<file path="config.mk">
export PLATFORM = sky130hd
export DESIGN_NAME = vdet_ctrl
export DESIGN_NICKNAME = d
export VERILOG_FILES = /design/src/rtl/vdet_ctrl.sv
export SDC_FILE = /design/constraint.sdc
export NUM_CORES = 1
export LEC_CHECK = 0
export BUFFER_PORTS_ARGS = -buffer_cell sky130_fd_sc_hd__buf_4
export CAP_MARGIN = 10
export CORE_AREA = 10 10 47 49
export CTS_BUF_LIST = sky130_fd_sc_hd__clkbuf_4 sky130_fd_sc_hd__clkbuf_8 sky130_fd_sc_hd__clkbuf_16
export CTS_CLUSTER_SIZE = 30
export DETAILED_ROUTE_END_ITERATION = 10
export DIE_AREA = 0 0 57 59
export PLACE_DENSITY = 0.79
export REMOVE_ABC_BUFFERS = 1
export SLEW_MARGIN = 10
export SYNTH_ARGS = -nofsm -noshare
export SYNTH_HDL_FRONTEND = slang
export SYNTH_SLANG_ARGS = --single-unit
</file>
<file path="constraint.sdc">
create_clock -name clk -period 2.73 [get_ports clk]
set_input_delay 0.546 -clock clk [delete_from_list [all_inputs] [get_ports clk]]
set_output_delay 0.546 -clock clk [all_outputs]
set_load 0.01 [all_outputs]
</file>
<file path="src/rtl/vdet_ctrl.sv">
module vdet_ctrl #(
  parameter int SETTLE_CYCLES = 16,
  parameter int LVL_W         = 1
) (
  input  logic             clk,
  input  logic             rst,
  input  logic             rst_from_det,
  input  logic             bus_wr,
  input  logic             bus_addr,
  input  logic [7:0]       bus_wdata,
  input  logic [7:0]       bus_wstrb,
  output logic [7:0]       bus_rdata,
  input  logic             cmp_below,
  input  logic             det_en,
  input  logic [1:0]       opt_mode,
  output logic [LVL_W-1:0] level_sel,
  output logic             rst_req,
  output logic             irq_req
);

  localparam int              CW       = $clog2(SETTLE_CYCLES + 1);
  localparam logic [CW-1:0]   CNT_LOAD = CW'(SETTLE_CYCLES);
  localparam logic [1:0]      MODE_RST = 2'b00;
  localparam logic [1:0]      MODE_IRQ = 2'b01;
  localparam logic [1:0]      MODE_ALL = 2'b10;

  logic             wen_q;
  logic [LVL_W-1:0] lvl_q;
  logic [CW-1:0]    cnt_q;
  logic             flag_q;

  logic             flag, mask, rst_ok, irq_ok;
  logic             ctl_wr, lvl_wr, lvl_chg;
  logic [LVL_W-1:0] lvl_next;
  logic             unused_bits;

  assign unused_bits = ^{bus_wdata, bus_wstrb};

  assign flag   = det_en & cmp_below;
  assign mask   = wen_q | (cnt_q != '0);
  assign rst_ok = (opt_mode == MODE_RST) | (opt_mode == MODE_ALL);
  assign irq_ok = (opt_mode == MODE_IRQ) | (opt_mode == MODE_ALL);

  assign ctl_wr   = bus_wr & ~bus_addr & bus_wstrb[7];
  assign lvl_wr   = bus_wr & bus_addr & wen_q;
  assign lvl_next = (lvl_q & ~bus_wstrb[LVL_W-1:0]) |
                    (bus_wdata[LVL_W-1:0] & bus_wstrb[LVL_W-1:0]);
  assign lvl_chg  = lvl_wr & (lvl_next != lvl_q);

  assign irq_req = ~rst & irq_ok & ~mask & flag & ~flag_q;
  assign rst_req = ~rst & rst_ok & ~mask & flag;

  assign level_sel = lvl_q;
  assign bus_rdata = bus_addr ? {{(8-LVL_W){1'b0}}, lvl_q}
                              : {wen_q, 5'b0, mask, flag};

  always_ff @(posedge clk) begin
    if (rst) begin
      cnt_q  <= '0;
      flag_q <= 1'b0;
      if (!rst_from_det) begin
        wen_q <= 1'b0;
        lvl_q <= '0;
      end
    end else begin
      flag_q <= flag;
      if (ctl_wr)
        wen_q <= bus_wdata[7] & (opt_mode == MODE_ALL);
      if (lvl_wr)
        lvl_q <= lvl_next;
      if (irq_req || lvl_chg)
        cnt_q <= CNT_LOAD;
      else if (cnt_q != '0)
        cnt_q <= cnt_q - 1'b1;
    end
  end

  a_r4_wen_only_in_mode: assert property (@(posedge clk) disable iff (rst)
    $rose(wen_q) |-> $past(opt_mode) == MODE_ALL);

  a_r5_level_locked: assert property (@(posedge clk) disable iff (rst)
    !wen_q |=> $stable(lvl_q));

  a_r6_flag_off_when_disabled: assert property (@(posedge clk) disable iff (rst)
    (!det_en && !bus_addr) |-> !bus_rdata[0]);

  a_r8_irq_opens_window: assert property (@(posedge clk) disable iff (rst)
    irq_req |=> (bus_addr || bus_rdata[1]) && !rst_req);

  a_r10_irq_single_pulse: assert property (@(posedge clk) disable iff (rst)
    irq_req |=> !irq_req);

endmodule

</file>
==> flow_summary.html <==
<table>
<tr><th>Metric</th><th>Value</th></tr>
<tr><th colspan="2">STA</th></tr>
<tr><td>Setup TNS</td><td>0 ns</td></tr>
<tr><td>Highest achievable clock rate</td><td>453.1 MHz</td></tr>
<tr><td>Number of hold violations in the final report</td><td>0</td></tr>
<tr><td>Total count of max-transition violations in the final report</td><td>0</td></tr>
<tr><td>Setup repair after global routing missed its margin</td><td>no</td></tr>
<tr><td>Period minus WS final</td><td>2.207 ns</td></tr>
<tr><td># setup viols final</td><td>0</td></tr>
<tr><td>Final Cycle Share</td><td>80.84%</td></tr>
<tr><td>Worst clock skew on the final layout</td><td>0.004878 ns</td></tr>
<tr><th colspan="2">Global route</th></tr>
<tr><td>GR Overflow Total</td><td>0</td></tr>
<tr><td>Wire length of the first global-routing pass</td><td>2111 um</td></tr>
<tr><td>Antenna violations before repair</td><td>0</td></tr>
<tr><td>Vias in the first global route</td><td>503</td></tr>
<tr><td>Overall Global Routing Usage</td><td>7.452%</td></tr>
<tr><td>Pin count of the biggest net entering global routing</td><td>9</td></tr>
<tr><th colspan="2">Drt</th></tr>
<tr><td>Antenna violation net count after detailed routing</td><td>0</td></tr>
<tr><td>DRC violations left</td><td>0</td></tr>
<tr><td>Wire length reported by the detailed router</td><td>1197 um</td></tr>
<tr><td>Vias per Instance</td><td>4.814</td></tr>
<tr><td>WL/cell</td><td>12.34 um</td></tr>
<tr><td>First drt pass iteration count</td><td>3</td></tr>
<tr><td>Via count</td><td>467</td></tr>
<tr><td>Initial DRC Count</td><td>4</td></tr>
<tr><th colspan="2">Setup path</th></tr>
<tr><td>Worst flop-to-flop path startpoint</td><td>cnt_q[0]</td></tr>
<tr><td>CP endpoint kind</td><td>primary output</td></tr>
<tr><td>Buf+Inv Stages, Crit Path</td><td>3</td></tr>
<tr><td>Worst r2r dst</td><td>cnt_q[4]</td></tr>
<tr><td>Maximum fanout count along the critical path</td><td>8</td></tr>
<tr><td>Cell class contributing the biggest share of worst-path delay</td><td>simple AND/OR/NAND/NOR gates</td></tr>
<tr><td>Worst Path Class, Setup</td><td>flop to primary output</td></tr>
<tr><td>Most Frequent Cell on Critical Path</td><td>buf_4</td></tr>
<tr><td>R2R cell count</td><td>6</td></tr>
<tr><td>Startpoint type of the worst setup path</td><td>flop</td></tr>
<tr><td>Critical path required time</td><td>2.18 ns</td></tr>
<tr><td>Worst stage delay on the critical path</td><td>0.31 ns</td></tr>
<tr><td>Data arrival time of the critical path</td><td>1.66 ns</td></tr>
<tr><td>Critical path's slowest cell</td><td>dfxtp_1</td></tr>
<tr><td>Critical path, cell by cell</td><td>inv_1, ha_1, nor4b_4, buf_4, and4b_4, buf_4</td></tr>
<tr><td>R2R setup slack</td><td>1.13 ns</td></tr>
<tr><th colspan="2">Power and ir drop</th></tr>
<tr><td>Ratio of total power to cell area</td><td>744.3 nW/um2</td></tr>
<tr><td>Power spent charging and discharging nets</td><td>176.8 uW</td></tr>
<tr><td>Switch share</td><td>34.39%</td></tr>
<tr><td>Power consumption</td><td>514.0 uW</td></tr>
<tr><td>Combinational power share</td><td>47.0%</td></tr>
<tr><td>LEAKAGE</td><td>0.0003386 uW</td></tr>
<tr><td>Sequential fraction of design power</td><td>35.5%</td></tr>
<tr><td>Internal power consumption</td><td>337.3 uW</td></tr>
<tr><td>VDD IR max</td><td>0.3392 mV</td></tr>
<tr><td>Fraction of power consumed by the clock network</td><td>17.5%</td></tr>
<tr><th colspan="2">Clock tree</th></tr>
<tr><td>Clk Latency, worst-skew pair</td><td>0.25 ns</td></tr>
<tr><td>Clock tree buffer depth</td><td>2</td></tr>
<tr><td>Number of buffers added to fix hold violations after cts</td><td>0</td></tr>
<tr><td>Clock buffer count from CTS</td><td>3</td></tr>
<tr><td>Master cell of the clock root buffer</td><td>clkbuf_4</td></tr>
<tr><td>H-tree depth reported by CTS</td><td>1</td></tr>
<tr><td>Clock tree from TritonCTS</td><td>done</td></tr>
<tr><td>Sink Count</td><td>8</td></tr>
<tr><td>Post-cts gate resize count</td><td>0</td></tr>
<tr><td>Clock transition at the registers of the reported paths</td><td>0.06 ns</td></tr>
<tr><td>Buffers inserted by post-CTS timing repair</td><td>0</td></tr>
<tr><th colspan="2">Final layout</th></tr>
<tr><td>Area overhead of the layout relative to synthesis</td><td>30.81%</td></tr>
<tr><td>Core occupancy in the finished layout</td><td>49.29%</td></tr>
<tr><td>Fraction of layout instances using a drive strength above 1</td><td>30.86%</td></tr>
<tr><td>Net count, final</td><td>111</td></tr>
<tr><td>Count of antenna diodes in the layout</td><td>0</td></tr>
<tr><th colspan="2">Floorplan</th></tr>
<tr><td>Initial Utilization</td><td>37.68%</td></tr>
<tr><td>Width of the chip</td><td>57 um</td></tr>
<tr><td>Overall die area</td><td>3363 um2</td></tr>
<tr><td>Vertical die dimension</td><td>59 um</td></tr>
<tr><td>Cell Rows</td><td>14</td></tr>
<tr><td>IO Pins</td><td>36</td></tr>
<tr><td>Placeable core region</td><td>1401 um2</td></tr>
<tr><th colspan="2">Yosys</th></tr>
<tr><td>Proportion of netlist area held by the largest area contributor</td><td>22.75%</td></tr>
<tr><td>Post-synthesis sequential area ratio</td><td>34.12%</td></tr>
<tr><td>Cell types with the highest counts after synthesis</td><td>dfxtp_1 (6), inv_1 (6), nand2_1 (6), nor2_1 (6), buf_4 (5)</td></tr>
<tr><td>Average instance area after synthesis</td><td>8.800 um2</td></tr>
<tr><td>Register bit total from synthesis</td><td>8</td></tr>
<tr><td>Warnings from Yosys</td><td>0</td></tr>
<tr><td>Number of different library cells in the post-synthesis netlist</td><td>24</td></tr>
<tr><td>Cells after Synth</td><td>60</td></tr>
<tr><td>Area of the mapped netlist</td><td>528.0 um2</td></tr>
<tr><td>Most area-hungry cell type in the Yosys netlist</td><td>dfxtp_1</td></tr>
<tr><td>Synth Flop Type</td><td>dfxtp_1</td></tr>
<tr><td>Share of flip-flops with an asynchronous set or reset</td><td>0%</td></tr>
<tr><td>Top cells by area, synth</td><td>dfxtp_1 (23%), edfxtp_1 (11%), buf_4 (7.1%)</td></tr>
<tr><td>Post-synth EDFFs</td><td>2</td></tr>
<tr><th colspan="2">Worst hold path</th></tr>
<tr><td>Min-Delay Endpoint</td><td>flag_q</td></tr>
<tr><td>Hold Path Stages</td><td>2</td></tr>
<tr><td>Launch instance of the worst min-delay path</td><td>rst</td></tr>
<tr><td>Worst Hold Class</td><td>input pin to flop</td></tr>
<tr><th colspan="2">Job</th></tr>
<tr><td>Max Cap Viol</td><td>0</td></tr>
<tr><th colspan="2">Run status</th></tr>
<tr><td>Run status</td><td>finished, final reports clean</td></tr>
<tr><th colspan="2">Placed design</th></tr>
<tr><td>DPL Wire Length</td><td>1023 um</td></tr>
<tr><td>GP Congestion</td><td>0.7194</td></tr>
<tr><td>Total of buffers placed on input and output ports</td><td>18</td></tr>
</table>
[power groups by stage]
| stage | clock network [uW] | logic [uW] | registers (uW) |
|---|---|---|---|
| 2_1_floorplan | 0 | 172 | 180 |
| 3_5_place_dp | 0 | 243 | 187 |
| 5_1_grt | 98.6 | 279 | 189 |
| 3_3_place_gp | 0 | 233 | 185 |
| 4_1_cts | 93.6 | 246 | 183 |
| 6_report | 90.0 | 241 | 183 |
[registers in the layout, indices dropped and copies added (netlist names)]
signal     count
flag_q         1
wen_q          1
cnt_q          5
level_sel      1
[cells in the final DEF, fill, tap and decap left out]
| cell type | Yosys | routed |
|---|---|---|
| and4b_4 | 1 | 1 |
| nor4bb_1 | 1 | 1 |
| edfxtp_1 | 2 | 2 |
| xnor2_1 | 4 | 4 |
| mux2i_1 | 1 | 1 |
| nor2_1 | 6 | 6 |
| ha_1 | 3 | 3 |
| dfxtp_1 | 6 | 6 |
| nor4b_4 | 1 | 1 |
| clkbuf_4 | 0 | 3 |
| nand2_1 | 6 | 6 |
| nor4b_1 | 1 | 1 |
| nor3_1 | 4 | 4 |
| buf_4 | 5 | 19 |
| a21boi_0 | 1 | 1 |
| o211a_1 | 1 | 1 |
| o31a_2 | 1 | 1 |
| conb_1 | 1 | 5 |
| nand2b_1 | 2 | 2 |
| o21bai_1 | 1 | 1 |
| nand4_1 | 1 | 1 |
| inv_1 | 6 | 6 |
| o21ai_0 | 3 | 3 |
| nor2b_1 | 1 | 1 |
| a21oi_1 | 1 | 1 |
[final cells by class]
class                      count  area [um2]
clock buffer                   3       22.52
fill                         143       710.7
inverter                       6       22.52
multi-input combinational     45       302.8
sequential                     8       180.2
tap                           16       20.02
timing repair buffer          19       142.6
[worst register-to-register path: stages (launching register included)]
cell	delay, ns
dfxtp_1	0.33
inv_1	0.07
ha_1	0.24
nor4b_4	0.14
buf_4	0.17
and4b_4	0.21
o31a_2	0.33
[worst max path at each step]
stage,startpoint,to,depth (start not counted)
finish,cnt_q[0],irq_req,6
global route,cnt_q[0],irq_req,6
CTS,cnt_q[0],irq_req,6
detailed placement,rst,irq_req,4
global placement,rst,irq_req,4
floorplan,cnt_q[0],irq_req,4
[stage by stage]
| stage | hold WS [ns] | setup WS, ns | cell area, um2 | instances |
|---|---|---|---|---|
| after detailed placement | 0.5825 | 0.7166 | 668.1 | 94 |
| final | 0.5065 | 0.5231 | 690.7 | 97 |
| after global placement | 0.5673 | 0.6755 | 668.1 | 94 |
| after global routing | 0.5252 | 0.3996 | 690.7 | 97 |
| after floorplan | 0.5550 | 0.9378 | 505.5 | 59 |
| after CTS | 0.5044 | 0.4980 | 690.7 | 97 |
[cell families after synthesis]
logic type	Yosys count	share of synthesized area, %
and+or+nand+nor	24	27.73
buffers and inverters	11	11.37
AOI/OAI and AO/OA	8	10.43
DFF	8	34.12
xor gates and xnor gates	4	6.634
adders and majority gates	3	7.110
other	1	0.7102
muxes	1	1.896
[metal layers]
layer	wire length, um	GRT usage, %	up-vias
li1	-	-	239
met1	492	7.775	208
met2	566	12.09	18
met3	130	4.936	2
met4	7	2.013	0
met5	0	0	-
Power figures use the tool's default switching activity.
